===== src/rtl/rws_pkg.sv =====
package rws_pkg;
   // widest wait count the block supports
   localparam int MAX_WAIT = 7;
   localparam int CNT_W    = 3;

   typedef enum logic [0:0] {
      DEC_RANGE = 1'b0,   // inclusive base..last compare
      DEC_MASK  = 1'b1    // masked address match
   } dec_kind_e;
endpackage


===== src/rtl/rws_phase_edge.sv =====
module rws_phase_edge (
   input  logic clk,
   input  logic rst_n,
   input  logic ph2,
   output logic ph2_start
);
   logic ph2_q;

   // reset to 1 so a phase already high at release is not a start
   always_ff @(posedge clk or negedge rst_n) begin
      if (!rst_n) ph2_q <= 1'b1;
      else        ph2_q <= ph2;
   end

   assign ph2_start = ph2 & ~ph2_q;

   assert_single_start_R8: assert property (@(posedge clk) disable iff (!rst_n)
      ph2_start |=> !ph2_start);
endmodule


===== src/rtl/rws_range_decode.sv =====
module rws_range_decode #(
   parameter int                  ADDR_W     = 16,
   parameter rws_pkg::dec_kind_e  DEC_KIND   = rws_pkg::DEC_RANGE,
   parameter logic [ADDR_W-1:0]   SLOW_BASE  = '0,
   parameter logic [ADDR_W-1:0]   SLOW_LAST  = '1,
   parameter logic [ADDR_W-1:0]   SLOW_MASK  = '0,
   parameter logic [ADDR_W-1:0]   SLOW_MATCH = '0
) (
   input  logic [ADDR_W-1:0] addr,
   output logic              hit
);
   generate
      if (DEC_KIND == rws_pkg::DEC_RANGE) begin : g_range
         if (SLOW_BASE > SLOW_LAST) begin : g_bad_range
            $error("rws_range_decode: SLOW_BASE above SLOW_LAST");
         end
         assign hit = (addr >= SLOW_BASE) && (addr <= SLOW_LAST);
      end else begin : g_mask
         if ((SLOW_MATCH & ~SLOW_MASK) != '0) begin : g_bad_mask
            $error("rws_range_decode: match bits outside mask");
         end
         assign hit = ((addr & SLOW_MASK) == SLOW_MATCH);
      end
   endgenerate
endmodule


===== src/rtl/rws_wait_ctr.sv =====
module rws_wait_ctr #(
   parameter int WAIT_CYC = 3
) (
   input  logic clk,
   input  logic rst_n,
   input  logic ph2_start,
   input  logic slow_rd,
   output logic hold
);
   import rws_pkg::*;

   localparam logic [CNT_W-1:0] RELOAD = CNT_W'(WAIT_CYC - 1);

   logic             busy;
   logic [CNT_W-1:0] rem;

   // stall while a slow read is presented and waits remain
   assign hold = slow_rd & (~busy | (rem != '0));

   always_ff @(posedge clk or negedge rst_n) begin
      if (!rst_n) begin
         busy <= 1'b0;
         rem  <= '0;
      end else if (ph2_start) begin
         if (slow_rd) begin
            if (!busy) begin
               busy <= 1'b1;
               rem  <= RELOAD;
            end else if (rem == '0) begin
               busy <= 1'b0;
            end else begin
               rem <= rem - 1'b1;
            end
         end else begin
            busy <= 1'b0;
         end
      end
   end

   assert_reload_R6: assert property (@(posedge clk) disable iff (!rst_n)
      (ph2_start && slow_rd && !busy) |=> (busy && rem == RELOAD));
   assert_rem_bound_R1: assert property (@(posedge clk) disable iff (!rst_n)
      busy |-> (rem <= RELOAD));
   assert_count_down_R1: assert property (@(posedge clk) disable iff (!rst_n)
      (ph2_start && slow_rd && busy && rem != '0) |=> (rem == $past(rem) - 1'b1));
   assert_abort_R7: assert property (@(posedge clk) disable iff (!rst_n)
      (ph2_start && !slow_rd) |=> !busy);
   assert_idle_stable_R1: assert property (@(posedge clk) disable iff (!rst_n)
      !ph2_start |=> ($stable(rem) && $stable(busy)));
endmodule


===== src/rtl/rws_ready_gen.sv =====
module rws_ready_gen #(
   parameter int                  ADDR_W     = 16,
   parameter int                  WAIT_CYC   = 3,
   parameter rws_pkg::dec_kind_e  DEC_KIND   = rws_pkg::DEC_RANGE,
   parameter logic [ADDR_W-1:0]   SLOW_BASE  = 16'hC000,
   parameter logic [ADDR_W-1:0]   SLOW_LAST  = 16'hCFFF,
   parameter logic [ADDR_W-1:0]   SLOW_MASK  = 16'hF000,
   parameter logic [ADDR_W-1:0]   SLOW_MATCH = 16'hC000
) (
   input  logic              clk,
   input  logic              rst_n,
   input  logic              bus_ph2,
   input  logic [ADDR_W-1:0] bus_addr,
   input  logic              bus_rw,
   output logic              bus_ready,
   output logic              slow_wr_hit
);
   import rws_pkg::*;

   if (WAIT_CYC < 0 || WAIT_CYC > MAX_WAIT) begin : g_bad_wait
      $error("rws_ready_gen: WAIT_CYC out of range");
   end
   if (ADDR_W < 1) begin : g_bad_addr
      $error("rws_ready_gen: ADDR_W must be positive");
   end

   logic ph2_start;
   logic slow_hit;
   logic slow_rd;
   logic hold;

   rws_phase_edge u_edge (
      .clk       (clk),
      .rst_n     (rst_n),
      .ph2       (bus_ph2),
      .ph2_start (ph2_start)
   );

   rws_range_decode #(
      .ADDR_W     (ADDR_W),
      .DEC_KIND   (DEC_KIND),
      .SLOW_BASE  (SLOW_BASE),
      .SLOW_LAST  (SLOW_LAST),
      .SLOW_MASK  (SLOW_MASK),
      .SLOW_MATCH (SLOW_MATCH)
   ) u_dec (
      .addr (bus_addr),
      .hit  (slow_hit)
   );

   assign slow_rd = slow_hit & bus_rw;

   generate
      if (WAIT_CYC == 0) begin : g_no_wait
         assign hold = 1'b0;
      end else begin : g_wait
         rws_wait_ctr #(.WAIT_CYC(WAIT_CYC)) u_ctr (
            .clk       (clk),
            .rst_n     (rst_n),
            .ph2_start (ph2_start),
            .slow_rd   (slow_rd),
            .hold      (hold)
         );
      end
   endgenerate

   assign bus_ready = ~hold;

   // report a write the bus cannot stretch
   always_ff @(posedge clk or negedge rst_n) begin
      if (!rst_n) slow_wr_hit <= 1'b0;
      else        slow_wr_hit <= ph2_start & slow_hit & ~bus_rw;
   end

   assert_write_no_wait_R2: assert property (@(posedge clk) disable iff (!rst_n)
      !bus_rw |-> bus_ready);
   assert_fast_no_wait_R3: assert property (@(posedge clk) disable iff (!rst_n)
      !slow_hit |-> bus_ready);
   assert_flag_pulse_R4: assert property (@(posedge clk) disable iff (!rst_n)
      slow_wr_hit |=> !slow_wr_hit);
   assert_flag_cause_R4: assert property (@(posedge clk) disable iff (!rst_n)
      slow_wr_hit |-> $past(ph2_start && slow_hit && !bus_rw));
   assert_zero_wait_R10: assert property (@(posedge clk) disable iff (!rst_n)
      (WAIT_CYC == 0) |-> bus_ready);
endmodule


===== config.mk =====
export PLATFORM = sky130hd
export DESIGN_NAME = rws_ready_gen
export DESIGN_NICKNAME = d
export VERILOG_FILES = /design/src/rtl/rws_pkg.sv /design/src/rtl/rws_phase_edge.sv /design/src/rtl/rws_range_decode.sv /design/src/rtl/rws_wait_ctr.sv /design/src/rtl/rws_ready_gen.sv
export SDC_FILE = /design/constraint.sdc
export NUM_CORES = 1
export LEC_CHECK = 0
export ABC_CLOCK_PERIOD_IN_PS = 2700
export BUFFER_PORTS_ARGS = -buffer_cell sky130_fd_sc_hd__buf_2
export CORE_AREA = 4 4 41 43
export DETAILED_ROUTE_END_ITERATION = 10
export DIE_AREA = 0 0 45 47
export PLACE_DENSITY_LB_ADDON = 0.05
export SYNTH_ARGS = -nofsm -noshare
export SYNTH_HDL_FRONTEND = slang
export SYNTH_SLANG_ARGS = --single-unit

===== constraint.sdc =====
create_clock -name clk -period 2.7 [get_ports clk]
set_clock_uncertainty 0.15 [all_clocks]
set_input_delay 0.54 -clock clk [delete_from_list [all_inputs] [get_ports clk]]
set_output_delay 0.54 -clock clk [all_outputs]
set_load 0.01 [all_outputs]

## Yosys cells after proc, flatten, opt, wreduce, memory -nomap -nowiden

Cells that the tools add are included.

- Add/subtract/negate cells: 1
- $lt $le $gt $ge: 2
- Eq/ne operators: 1
- Muxes and demuxes: 5
- Bitwise operators: 10
- Reduce and logical (&&, ||, !) cells: 4

Operators by type and width:

| cell | number |
|---|---|
| 16-bit >= comparator (second input constant) | 1 |
| 16-bit <= comparator (second input constant) | 1 |
| 3-bit two-way mux | 2 |
| 1-bit AND | 5 |
| 1-bit inverter | 4 |
| 3-bit zero test | 1 |
| 1-bit two-way mux | 3 |
| 3-bit AND reduction | 1 |
| 3-bit nonzero test | 1 |
| 3-bit by 1-bit subtractor with 3-bit output (second input constant) | 1 |
| 2-bit inequality test (second input constant) | 1 |
| 1-bit logical AND | 1 |
| 1-bit bitwise OR | 1 |

- Register bits: 6
- Input port bits: 20
- Logic and storage cells: 27

## Logic depth before layout (Yosys ltp)

Gate-level depths: netlist of the first run.

- Word-level depth: 5
- Depth in mapped cells: 6
- Gate-level depth less buffers: 6

## Modules after synthesis

A second synthesis of the first run with hierarchy kept.

- Cells, all modules: 29
- Area total of the unflattened synthesis: 316.6 um^2

Modules (own cells, without submodules):

| module | instances | cells an instance | area each (um^2) | sequential area each (um^2) |
|---|---|---|---|---|
| rws_wait_ctr | 1 | 22 | 219.0 | 100.1 |
| rws_ready_gen | 1 | 4 | 45.0 | 25.0 |
| rws_phase_edge | 1 | 2 | 40.0 | 26.3 |
| rws_range_decode | 1 | 1 | 12.5 | 0.0 |

## Least setup slack after synthesis of the first run

OpenSTA, ideal clock, no wires.

- Kind: input to output
- Start: input bus_addr[13]
- End: output bus_ready
- Arrival time: 992 ps
- Setup slack: 1,018 ps
- Stages: 2
- Buffers on the path: 0
- Cells stage by stage: and4bb_2 -> nand3_1

- Longest elaborated chain between the ends: 5
- Elaborated cells between the ends (all ways): 6

Ends and longest elaborated chain:

| what | line | RTL |
|---|---|---|
| from (decl) | rws_ready_gen.sv:13 | `input logic [ADDR_W-1:0] bus_addr,` |
| 16-bit >= comparator / 16-bit <= comparator (equally long branches) | rws_range_decode.sv:17 | `assign hit = (addr >= SLOW_BASE) && (addr <= SLOW_LAST);` |
| 1-bit logical AND * | rws_range_decode.sv:17 |  |
| 1-bit AND * | rws_ready_gen.sv:51 | `assign slow_rd = slow_hit & bus_rw;` |
| 1-bit AND * | rws_wait_ctr.sv:18 | `assign hold = slow_rd & (~busy \| (rem != '0));` |
| 1-bit inverter * | rws_ready_gen.sv:67 | `assign bus_ready = ~hold;` |
| to (decl) | rws_ready_gen.sv:15 | `output logic bus_ready,` |

Mark *: on every way between the ends. The rest lies on a longest branch, timed or not.

## Final worst setup path of the first run

- Start: register g_wait.u_ctr.rem[0]
- End: output bus_ready

- Longest elaborated chain between the ends: 4

Ends and longest elaborated chain:

| what | line | RTL |
|---|---|---|
| from (decl) | rws_wait_ctr.sv:15 | `logic [CNT_W-1:0] rem;` |
| from (signal assigned) | rws_wait_ctr.sv:32 | `rem <= rem - 1'b1;` |
| 3-bit nonzero test | rws_wait_ctr.sv:18 |  |
| 1-bit bitwise OR | rws_wait_ctr.sv:18 |  |
| 1-bit AND | rws_wait_ctr.sv:18 |  |
| 1-bit inverter | rws_ready_gen.sv:67 |  |

Every way passes these cells.

==> impl_metrics.env, run 1 <==
export IMPL_max_cap_violations=0
export IMPL_rrSetupSlack_ns=1.08
export IMPL_place_area_um2=368
export IMPL_htree_levels=1
export IMPL_clock_latency_ns=0.25
export IMPL_ant_nets=0
export IMPL_synth_warnings=0
export IMPL_coreArea_um2=1300
export IMPL_diodes=0
export IMPL_grt_usage_pct=6.51
export IMPL_multi_input_area_um2=138
export IMPL_crit_path_end_kind="output port"
export IMPL_gr_total_overflow=0
export IMPL_rsz0062_at_grt="false"
export IMPL_syn_inst=25
export IMPL_setup_tns_ns=0
export IMPL_fmax_mhz=486
export IMPL_cts_buffer_depth=2
export IMPL_synthesis_area_um2=304
export IMPL_syn_num_nets=47
export IMPL_max_slew_margin_pct=79.7
export IMPL_leakage_nw=0.209
export IMPL_finalSetupViolations=0
export IMPL_cts_buffers=3
export IMPL_dieArea_um2=2120
export IMPL_clockRootBuffer="clkbuf_4"
export IMPL_crit_type="reg -> out"
export IMPL_synthTopCellsByCount="5 x dfrtp_1, 4 x inv_1, 3 x nand2_1"
export IMPL_n_fill_cell=150
export IMPL_via_per_inst=4.19
export IMPL_grt_pass1_wl_um=869
export IMPL_holdPathStages=1
export IMPL_placedCellCount=49
export IMPL_synth_most_common_cell="dfrtp_1"
export IMPL_hold_end="u_edge.ph2_q$_DFF_PN1_"
export IMPL_vdd_ir_drop_worst_uv=191
export IMPL_row_count=13
export IMPL_portBuffers=9
export IMPL_cp_max_fo=3
export IMPL_tightest_slew_ns=0.303
export IMPL_final_cells=54
export IMPL_regArea_um2=151
export IMPL_r2r_cells=6
export IMPL_syn2layout_area_growth_pct=32.9
export IMPL_timing_rr_end="g_wait.u_ctr.rem[1]$_DFFE_PN0P_"
export IMPL_critical_path_arrival_ns=1.37
export IMPL_finalHoldViolations=0
export IMPL_synth_seq_cells=6
export IMPL_syn_avg_cell_area_um2=12.2
export IMPL_synth_top_area_share_pct=41.2
export IMPL_synth_edff_count=0
export IMPL_io_pins=22
export IMPL_vias=226
export IMPL_utilization_pct=31.1
export IMPL_start_util_pct=23.4
export IMPL_yosysSeqAreaShare_pct=49.8
export IMPL_cts_tree="yes"
export IMPL_clkSinkCount=6
export IMPL_worstHoldStart="bus_ph2"
export IMPL_hpwl_um=452
export IMPL_yosys_area_top_type="dfrtp_1"
export IMPL_ys_flop_type="dfrtp_1"
export IMPL_finalInstanceArea_um2=404
export IMPL_routed_wl_um=560
export IMPL_synth_area_top_cells="dfrtp_1 41%, dfstp_2 8.6%, ha_1 8.2%"
export IMPL_final_layout_size_suffix_gt1_share_pct=43.6
export IMPL_nets=62
export IMPL_path_clk_slew_ns=0.06
export IMPL_period_minus_slack_ns=2.06
export IMPL_cp_start_kind="register"
export IMPL_hp_class="in -> reg"
export IMPL_antenna_found_initial=0
export IMPL_report_final_slew_viol_count=0
export IMPL_async_flop_share_pct=100
export IMPL_first_pass_iters=2
export IMPL_grt_max_degree=7
export IMPL_grt_pass1_vias=219
export IMPL_die_h_um=47
export IMPL_pwr_density_cell_nw_per_um2=573
export IMPL_drc_errors=0
export IMPL_crit_required_ns=2.01
export IMPL_outcome="finished clean"
export IMPL_drt_first_iter_violations=2
export IMPL_yosys_cell_types_count=14
export IMPL_period_share_pct=76.1
export IMPL_hold_worst_slack_ns=0.256
export IMPL_gp_congestion=0.662
export IMPL_reg2reg_from="g_wait.u_ctr.rem[0]$_DFFE_PN0P_"
export IMPL_wl_per_cell_um=10.4
export IMPL_die_x_um=45
==> metrics by stage <==
step	total power, mW	setup slack [ns]
finish	0.232	0.644
global route	0.248	0.560
CTS	0.239	0.615
detailed placement	0.141	0.815
global placement	0.138	0.828
floorplan	0.128	1.02
==> power by group <==
part | switching, mW | internal (mW) | total [mW]
Clock | 0.0358 | 0.0562 | 0.0920
Sequential | 0.00363 | 0.100 | 0.104
Combinational | 0.0165 | 0.0192 | 0.0357
Total | 0.0559 | 0.176 | 0.232
==> flip-flops by register name (all words and copies together), names as in the netlist <==
name and flops:
g_wait.u_ctr.busy 1, u_edge.ph2_q 1, slow_wr_hit 1, g_wait.u_ctr.rem 3
==> cell usage in the layout, fill, tap and decap left out <==
cell / instances
buf_2: 9
nand2_1: 3
clkbuf_4: 3
o21ai_0: 1
nand3_1: 1
mux2_4: 1
ha_1: 2
mux2i_1: 2
dlygate4sd3_1: 1
clkbuf_1: 1
dfrtp_1: 5
and4bb_2: 1
dfstp_2: 1
nand4_4: 1
inv_1: 4
nand2b_1: 1
nor2b_1: 1
and3b_2: 1
==> cells by family after synthesis <==
family,after synthesis,synth area share [%]
AOI/OAI and AO/OA,1,1.64
adders and majority gates,2,8.23
buffers and inverters,4,4.94
DFF,6,49.8
muxes,3,11.5
and+or+nand+nor,9,23.9
==> routing by layer <==
| layer | vias up | track usage (%) | part of all wire, % |
|---|---|---|---|
| met4 | 0 | 5.26 | 0.71 |
| met1 | 104 | 6.93 | 42 |
| met5 | - | 0 | 0 |
| met3 | 2 | 4.60 | 7.9 |
| li1 | 113 | - | - |
| met2 | 7 | 8.76 | 49 |
==> final cells by class <==
cell class	instances	area share, %
sequential	6	37.5
multi-input combinational	15	34.1
timing repair buffer	10	13.6
clock buffer	4	6.50
tap	15	4.64
inverter	4	3.72
==> worst max-delay path, stage by stage, from the launching register on <==
cell and delay, ns:
dfrtp_1 0.32, inv_1 0.06, ha_1 0.21, ha_1 0.18, nand2_1 0.12, nand3_1 0.09, buf_2 0.14
==> timing repair <==
action,CTS,global route
hold endpoints to repair,5,0
buffers inserted,0,0
resized for setup,0,0
hold buffers,1,0
==> worst max-delay path by stage <==
| stage | startpoint | to | slack [ns] | cells after the start |
|---|---|---|---|---|
| after global routing | g_wait.u_ctr.rem[1]$_DFFE_PN0P_ | bus_ready | 0.56 | 6 |
| after floorplan | bus_addr[13] | bus_ready | 1.02 | 2 |
| after CTS | g_wait.u_ctr.rem[0]$_DFFE_PN0P_ | bus_ready | 0.62 | 6 |
| final | g_wait.u_ctr.rem[0]$_DFFE_PN0P_ | bus_ready | 0.64 | 6 |
| after global placement | bus_addr[13] | bus_ready | 0.83 | 4 |
| after detailed placement | bus_addr[13] | bus_ready | 0.82 | 4 |
(Power assumes the default switching activity.)
==> run 2, diff against run 1 <==
--- a/config.mk
+++ b/config.mk
@@ -5,7 +5,7 @@
 export SDC_FILE = /design/constraint.sdc
 export NUM_CORES = 1
 export LEC_CHECK = 0
-export ABC_CLOCK_PERIOD_IN_PS = 2700
+export ABC_CLOCK_PERIOD_IN_PS = 1800
 export BUFFER_PORTS_ARGS = -buffer_cell sky130_fd_sc_hd__buf_2
 export CORE_AREA = 4 4 41 43
 export DETAILED_ROUTE_END_ITERATION = 10
==> constraint.sdc (replaced) <==
create_clock -name clk -period 1.8 [get_ports clk]
set_clock_uncertainty 0.15 [all_clocks]
set_input_delay 0.36 -clock clk [delete_from_list [all_inputs] [get_ports clk]]
set_output_delay 0.36 -clock clk [all_outputs]
set_load 0.01 [all_outputs]
==> run 2 against run 1 <==
  * Core utilization up 4.5 points
  * Sequential power up 52%
  * Critical path depth unchanged
  * Hold slack worse by 0.18 ns
  * Cell area up 15%
  * Via count up 2.7%
==> impl_metrics.env, run 2 (synthesis results as in run 1) <==
export IMPL_first_pass_iters=2
export IMPL_regMostFlops="g_wait.u_ctr.rem"
export IMPL_hold_worst_slack_ns=0.0755
export IMPL_grt_pass1_wl_um=993
export IMPL_period_share_pct=96.2
export IMPL_ant_nets=0
export IMPL_cp_start_kind="register"
export IMPL_timing_rr_end="g_wait.u_ctr.rem[1]$_DFFE_PN0P_"
export IMPL_hp_class="in -> reg"
export IMPL_leakage_nw=0.234
export IMPL_clockRootBuffer="clkbuf_4"
export IMPL_critical_path_arrival_ns=1.22
export IMPL_hpwl_um=452
export IMPL_fmax_mhz=578
export IMPL_largest_reg_flops=3
export IMPL_power_frac_comb_pct=21.6
export IMPL_cts_buffers=3
export IMPL_grt_use_met2_pct=9.89
export IMPL_finalHoldViolations=0
export IMPL_n_fill_cell=142
export IMPL_rsz0062_at_grt="true"
export IMPL_crit_path_end_kind="output port"
export IMPL_holdPathStages=1
export IMPL_use_met1_pct=8.29
export IMPL_p_sw_share_pct=25.9
export IMPL_row_count=13
export IMPL_antenna_found_initial=0
export IMPL_max_cap_violations=0
export IMPL_diodes=0
export IMPL_reg2reg_from="g_wait.u_ctr.rem[1]$_DFFE_PN0P_"
export IMPL_clock_latency_ns=0.25
export IMPL_p_seq_share_pct=41.9
export IMPL_portBuffers=9
export IMPL_total_power_mw=0.378
export IMPL_routed_wl_um=593
export IMPL_vias=232
export IMPL_cp_cell_sequence="inv_2 > ha_4 > ha_4 > nand2_4 > nand3_2 > buf_6"
export IMPL_grt_usage_pct=7.30
export IMPL_vdd_ir_drop_worst_uv=301
export IMPL_drt_first_iter_violations=1
export IMPL_mostFrequentLayoutCell="buf_2"
export IMPL_report_final_slew_viol_count=0
export IMPL_outcome="finished clean"
export IMPL_die_x_um=45
export IMPL_wl_per_cell_um=10.6
export IMPL_coreArea_um2=1300
export IMPL_grt_busiest_layer="met2"
export IMPL_path_delay_family="flip-flops"
export IMPL_period_minus_slack_ns=1.73
export IMPL_hold_end="u_edge.ph2_q$_DFF_PN1_"
export IMPL_cpPeakStageDelay_ns=0.36
export IMPL_dieArea_um2=2120
export IMPL_via_per_inst=4.14
export IMPL_gr_usage_met3_pct=4.60
export IMPL_clkSinkCount=6
export IMPL_crit_required_ns=1.29
export IMPL_worstHoldStart="bus_ph2"
export IMPL_syn2layout_area_growth_pct=52.3
export IMPL_gr_total_overflow=0
export IMPL_io_pins=22
export IMPL_crit_type="reg -> out"
export IMPL_final_layout_size_suffix_gt1_share_pct=61.0
export IMPL_power_net_switching_mw=0.0977
export IMPL_finalSetupViolations=0
export IMPL_cp_max_fo=2
export IMPL_grt_pass1_vias=245
export IMPL_crit_buf_inv=2
export IMPL_crit_top_cell="ha_4"
export IMPL_internal_power_mw=0.280
export IMPL_htree_levels=1
export IMPL_nets=64
export IMPL_die_h_um=47
export IMPL_tightest_slew_ns=0.302
export IMPL_drc_errors=0
export IMPL_mostFrequentLayoutCells="8 x buf_2, 5 x dfrtp_1, 3 x clkbuf_4"
export IMPL_path_clk_slew_ns=0.05
export IMPL_rrSetupSlack_ns=0.18
export IMPL_grt_max_degree=7
export IMPL_cts_buffer_depth=2
export IMPL_start_util_pct=23.4
export IMPL_utilization_pct=35.6
export IMPL_gp_congestion=0.662
export IMPL_max_slew_margin_pct=79.8
export IMPL_pwr_density_cell_nw_per_um2=816
export IMPL_slowest_stage="dfrtp_1"
export IMPL_p_clk_share_pct=36.6
export IMPL_r2r_cells=7
export IMPL_cts_tree="yes"
[run 2: cell types whose count changed in the layout (fill, tap and decap cells not counted), sizes merged]
cell | previous run | this run
buf | 9 | 11
[run 2: worst max-delay path by stage]
stage	startpoint	end	cells after the start
floorplan	g_wait.u_ctr.rem[0]$_DFFE_PN0P_	g_wait.u_ctr.rem[1]$_DFFE_PN0P_	6
finish	g_wait.u_ctr.rem[1]$_DFFE_PN0P_	bus_ready	6
global route	g_wait.u_ctr.rem[1]$_DFFE_PN0P_	bus_ready	6
global placement	g_wait.u_ctr.rem[0]$_DFFE_PN0P_	g_wait.u_ctr.rem[1]$_DFFE_PN0P_	6
CTS	g_wait.u_ctr.rem[1]$_DFFE_PN0P_	bus_ready	6
detailed placement	g_wait.u_ctr.rem[0]$_DFFE_PN0P_	g_wait.u_ctr.rem[1]$_DFFE_PN0P_	6
[run 2: layout make-up]
type                       instances  area (um2)  area share, %
clock buffer                       4        26.3           5.68
inverter                           4        15.0           3.24
multi-input combinational         15         175           37.8
sequential                         6         151           32.7
tap                               15        18.8           4.05
timing repair buffer              12        76.3           16.5
[run 2: routing by layer]
| metal | part of all wire, % | wire (um) | vias to the layer above |
|---|---|---|---|
| met5 | 0 | 0 | - |
| met4 | 0 | 0 | 0 |
| met3 | 7.4 | 44 | 0 |
| met2 | 49 | 288 | 7 |
| met1 | 44 | 260 | 109 |
| li1 | - | - | 116 |
[run 2: worst register-to-register path: cells and delay by family, from the launching register on]
kind | cells | cell delay, ns
simple gates | 2 | 0.19
buf+inv | 2 | 0.16
flops | 1 | 0.36
mux | 1 | 0.32
fa+ha+maj | 2 | 0.31
[run 2: timing repair]
item	4_1_cts	5_1_grt
hold endpoints to repair	6	0
hold buffers	1	0
gates resized for setup	8	2
endpoints found under the setup margin	1	1
pin swaps	1	3
setup buffers	1	1
[run 2: through the flow]
| stage | worst slack [ns] | area (um2) | instances | setup TNS (ns) |
|---|---|---|---|---|
| after floorplan | 0.271 | 304 | 25 | 0 |
| after global placement | 0.183 | 368 | 49 | 0 |
| after detailed placement | 0.166 | 368 | 49 | 0 |
| after CTS | 0.00661 | 444 | 55 | 0 |
| after global routing | -0.0217 | 463 | 56 | -0.0217 |
| final | 0.0687 | 463 | 56 | 0 |
[run 2: power by group through the flow]
stage	sequential, mW	clock, mW	combinational, mW
after floorplan	0.157	0	0.0344
after global placement	0.158	0	0.0494
after detailed placement	0.159	0	0.0530
after CTS	0.159	0.147	0.0813
after global routing	0.160	0.156	0.0962
final	0.158	0.138	0.0815
